$ cat src/rtl/fair_route_stage.sv
module fair_route_stage #(
  parameter int DATA_W = 32,
  parameter int CNT_W  = 32
) (
  input  logic              clk,
  input  logic              rst_n,
  input  logic              in0_valid,
  input  logic [DATA_W-1:0] in0_data,
  output logic              in0_ready,
  input  logic              in1_valid,
  input  logic [DATA_W-1:0] in1_data,
  output logic              in1_ready,
  output logic              out0_valid,
  output logic [DATA_W-1:0] out0_data,
  input  logic              out0_ready,
  output logic              out1_valid,
  output logic [DATA_W-1:0] out1_data,
  input  logic              out1_ready,
  output logic [CNT_W-1:0]  drop_count
);
  localparam int FLAG = DATA_W - 1;
  localparam logic [CNT_W-1:0] CNT_MAX = {CNT_W{1'b1}};

  logic last;

  wire kill0 = in0_valid & in0_data[FLAG];
  wire kill1 = in1_valid & in1_data[FLAG];

  wire room0 = ~out0_valid | out0_ready;
  wire room1 = ~out1_valid | out1_ready;

  wire cand0 = in0_valid & ~in0_data[FLAG] & (in0_data[0] ? room1 : room0);
  wire cand1 = in1_valid & ~in1_data[FLAG] & (in1_data[0] ? room1 : room0);

  wire grant1 = cand1 & (~cand0 | ~last);
  wire grant0 = cand0 & ~grant1;
  wire fire   = grant0 | grant1;

  wire [DATA_W-1:0] word = grant1 ? in1_data : in0_data;
  wire push0 = fire & ~word[0];
  wire push1 = fire & word[0];

  assign in0_ready = kill0 | grant0;
  assign in1_ready = kill1 | grant1;

  logic [1:0]     kills;
  logic [CNT_W:0] sum;
  assign kills = {1'b0, kill0} + {1'b0, kill1};
  assign sum   = {1'b0, drop_count} + (CNT_W+1)'(kills);

  always_ff @(posedge clk or negedge rst_n) begin
    if (!rst_n) begin
      out0_valid <= 1'b0;
      out1_valid <= 1'b0;
      out0_data  <= '0;
      out1_data  <= '0;
      last       <= 1'b0;
      drop_count <= '0;
    end else begin
      out0_valid <= push0 | (out0_valid & ~out0_ready);
      out1_valid <= push1 | (out1_valid & ~out1_ready);
      if (push0) out0_data <= word;
      if (push1) out1_data <= word;
      if (fire)  last <= grant1;
      drop_count <= sum[CNT_W] ? CNT_MAX : sum[CNT_W-1:0];
    end
  end
endmodule

$ cat config.mk
export PLATFORM = sky130hd
export DESIGN_NAME = fair_route_stage
export DESIGN_NICKNAME = d
export VERILOG_FILES = /design/src/rtl/fair_route_stage.sv
export SDC_FILE = /design/constraint.sdc
export NUM_CORES = 1
export LEC_CHECK = 0
export BUFFER_PORTS_ARGS = -buffer_cell sky130_fd_sc_hd__clkbuf_2
export CAP_MARGIN = 20
export CORE_MARGIN = 2
export CORE_UTILIZATION = 55
export DETAILED_ROUTE_END_ITERATION = 7
export GPL_ROUTABILITY_DRIVEN = 0
export GPL_TIMING_DRIVEN = 0
export PLACE_DENSITY = 0.86
export SYNTH_ARGS = -nofsm -noshare
export SYNTH_HDL_FRONTEND = slang
export SYNTH_SLANG_ARGS = --single-unit
$ cat constraint.sdc
create_clock -name clk -period 5.1 [get_ports clk]
set_input_delay 1.02 -clock clk [delete_from_list [all_inputs] [get_ports clk]]
set_output_delay 1.02 -clock clk [all_outputs]
set_load 0.02 [all_outputs]
==> results.cfg <==
[route]
first_pass_iters = 6
routed-via-count = 5477
vias_per_cell = 6.346
detail_route.drc_violations = 0
route.final.wire_length_um = 15660
drt-initial-drc-count = 422
detail-route-antenna-nets = 0
drt-wirelength-per-cell_um = 18.14

[yosys]
synth.largest_area_cell = sky130_fd_sc_hd__dfrtp_1
ys_seq_elements = 99
synth_top_area_share = 0.4795
netlist_area_mm2 = 0.005166
synth.distinct_cells = 47
post_synth_inst_count = 567
postSynthAreaPerCell_um2 = 9.111
ys.warnings.count = 0
ys_seq_area_frac = 0.4795
mappedNetlistNets = 639
synth.top_cells.by_area = sky130_fd_sc_hd__dfrtp_1 48%, sky130_fd_sc_hd__nor3_1 12%, sky130_fd_sc_hd__a311oi_1 10%

[setup_path]
worstPathMaxFanout = 4
setup.worst_path.start_class = input port
critical_path_class = in -> out
critPathRequiredTime_ns = 4.08
timing.critical_path.arrival_ns = 2.29
setup.worst_path.end_class = primary output

[floorplan]
coreArea_mm2 = 0.009196
die_area_mm2 = 0.01018
die_h_um = 100.9
die_width_um = 100.9
floorplan.initialDensity = 0.5618
ioPinCount = 170
count_of_standard_cell_rows = 35

[global_routing]
grt_pass1_vias = 5192
grt_max_degree = 53
grt_first_pass_wirelength_um = 25230
track_usage = 0.3102
grt_antenna_before_repair = 0
global_route_overflow = 0

[timing]
finalMaxSlewViolations = 0
timing.slew.headroom = 0.3346
period_share = 0.6497
fin_skew_ns = 0.01044
grt_setup_unrepaired = no
finalHoldViolations = 0
actual_slew_at_the_worst_max_slew_pin_ns = 0.9890
tns_ns = 0
setup_viol = 0
clock.fmax_mhz = 301.8
timing.final.crit_period_ns = 3.313

[cells_and_area]
postLayoutCoreUtil = 0.6982
area_growth_syn_to_layout_pct = 24.29
diodes = 0
multiInputGateArea_mm2 = 0.002255
most-common-layout-cells = 168 x sky130_fd_sc_hd__clkbuf_2, 125 x sky130_fd_sc_hd__nor3_1, 99 x sky130_fd_sc_hd__dfrtp_1
seqCellArea_mm2 = 0.002477
nets = 820
drive_gt1_frac = 0.2793
final.fill_count = 701
mostFrequentLayoutCell = sky130_fd_sc_hd__clkbuf_2

[cts]
cts_resized = 0
numClockSinks = 99
path_clk_slew_ns = 0.09
cts_root_buffer = sky130_fd_sc_hd__clkbuf_8
cts_hold_buf = 0
clock_insertion_delay_worst_skew_ns = 0.36
cts-root-to-sink-buffers = 2
cts_inserted_buffers = 9
cts.repair_timing.setup_buffer_count = 0
cts_tree = done
h-tree-depth = 3

[pwr]
power.static_leakage_nw = 3.093
comb_power_share = 0.301
p_sw_frac = 0.3608
p_clk_frac = 0.258
pwr_density_cell_mw_per_mm2 = 369.6
ir_drop_uv = 180.2
share_seq_of_total_power = 0.441
totalPowerFinal_mw = 2.373
netSwitchingPower_uw = 856.4
power.internal_mw = 1.517

[placement]
detailed_place_hpwl_um = 11250
placement.io_buffers = 169

[flow_run]
timing.max_cap.violations = 0

[worst_hold_path]
hold_class = reg -> reg

[outcome]
outcome = complete, no violations
-- final timing paths --
check,start,end,slack [ns],depth (start not counted)
worst max-delay path,in1_data[0],in0_ready,1.79,6
worst min-delay path,out1_data[0]$_DFFE_PN0P_,out1_data[0]$_DFFE_PN0P_,0.49,1
worst max register to register,drop_count[0]$_DFF_PN0_,drop_count[22]$_DFF_PN0_,2.60,7
worst min register to register,out1_data[0]$_DFFE_PN0P_,out1_data[0]$_DFFE_PN0P_,0.49,1
max in group asynchronous,rst_n,out0_data[23]$_DFFE_PN0P_,3.66,2
min in group asynchronous,rst_n,out0_data[20]$_DFFE_PN0P_,0.73,1
-- cell usage after synthesis (all sizes together) --
cell and number:
inv 68, nand2b 7, nor2 11, fa 1, a21oi 1, or2 6
o21ai 12, nor4 12, or4 4, o21ba 1, and4 4, o31ai 2
a41o 2, nor3b 2, o311ai 1, nand3 25, mux2 2, nand4 12
xor2 2, ha 1, a31o 1, nand3b 2, clkbuf 33, nor3 125
xnor2 9, and3b 2, and2 3, or3 4, dfrtp 99, nand2 24
o41ai 2, nand4b 1, a31oi 4, o21a 1, and3 7, nor2b 1
mux2i 1, a311oi 60, o31a 1, buf 11
-- power groups by stage --
stage                     Combinational, mW  Sequential, mW  Clock (mW)
after floorplan                       0.242            1.23           0
after global placement                0.686            1.05           0
after detailed placement              0.706            1.06           0
after CTS                             0.712            1.04       0.615
after global routing                  0.773            1.07       0.646
final                                 0.714            1.05       0.613
-- logic make-up after synthesis --
logic type,after synthesis,synth area share
buffers and inverters,112,0.08404
and+or+nand+nor,252,0.2623
xor gates and xnor gates,11,0.01865
DFF,99,0.4795
AOI/OAI and AO/OA,88,0.1429
muxes,3,0.006297
adders and majority gates,2,0.006297
-- flip-flops by register name, summed over array words and instances, names as in the netlist --
name	cells
out0_valid	1
out1_data	32
out0_data	32
drop_count	32
last	1
out1_valid	1
-- per-stage QoR --
stage	std cells	worst slack (ns)	hold WS, ns	area [um^2]
after floorplan	567	2.058	0.5776	5166
after global placement	847	1.745	0.4584	6151
after detailed placement	848	1.791	0.4689	6181
after CTS	863	1.789	0.4926	6421
after global routing	863	1.745	0.5240	6421
final	863	1.787	0.4865	6421
-- area by class of cell --
class / count / share of cell area
clock buffers: 11 / 0.02202
well taps: 111 / 0.02163
flip-flops and latches: 99 / 0.3858
repair buffers: 170 / 0.1364
clock inverters: 4 / 0.01539
multi-input cells: 356 / 0.3511
plain buffers: 44 / 0.02786
inverters: 68 / 0.03975
-- routing by layer --
metal | GRT usage | wire length (um) | share of wire | up-vias
met2 | 0.5067 | 7704 | 0.49 | 347
met1 | 0.4178 | 6228 | 0.40 | 2643
met5 | 0 | 0 | 0 | -
met3 | 0.04230 | 1353 | 0.086 | 38
met4 | 0.1299 | 370 | 0.024 | 0
li1 | - | - | - | 2449
-- worst max-delay path, cell delays in order --
cell	delay, ns
sky130_fd_sc_hd__clkbuf_2	0.12
sky130_fd_sc_hd__and3b_1	0.21
sky130_fd_sc_hd__or2_2	0.33
sky130_fd_sc_hd__o31a_1	0.28
sky130_fd_sc_hd__o21a_1	0.18
sky130_fd_sc_hd__clkbuf_2	0.15
No activity file was read; power rests on OpenSTA's default activity.
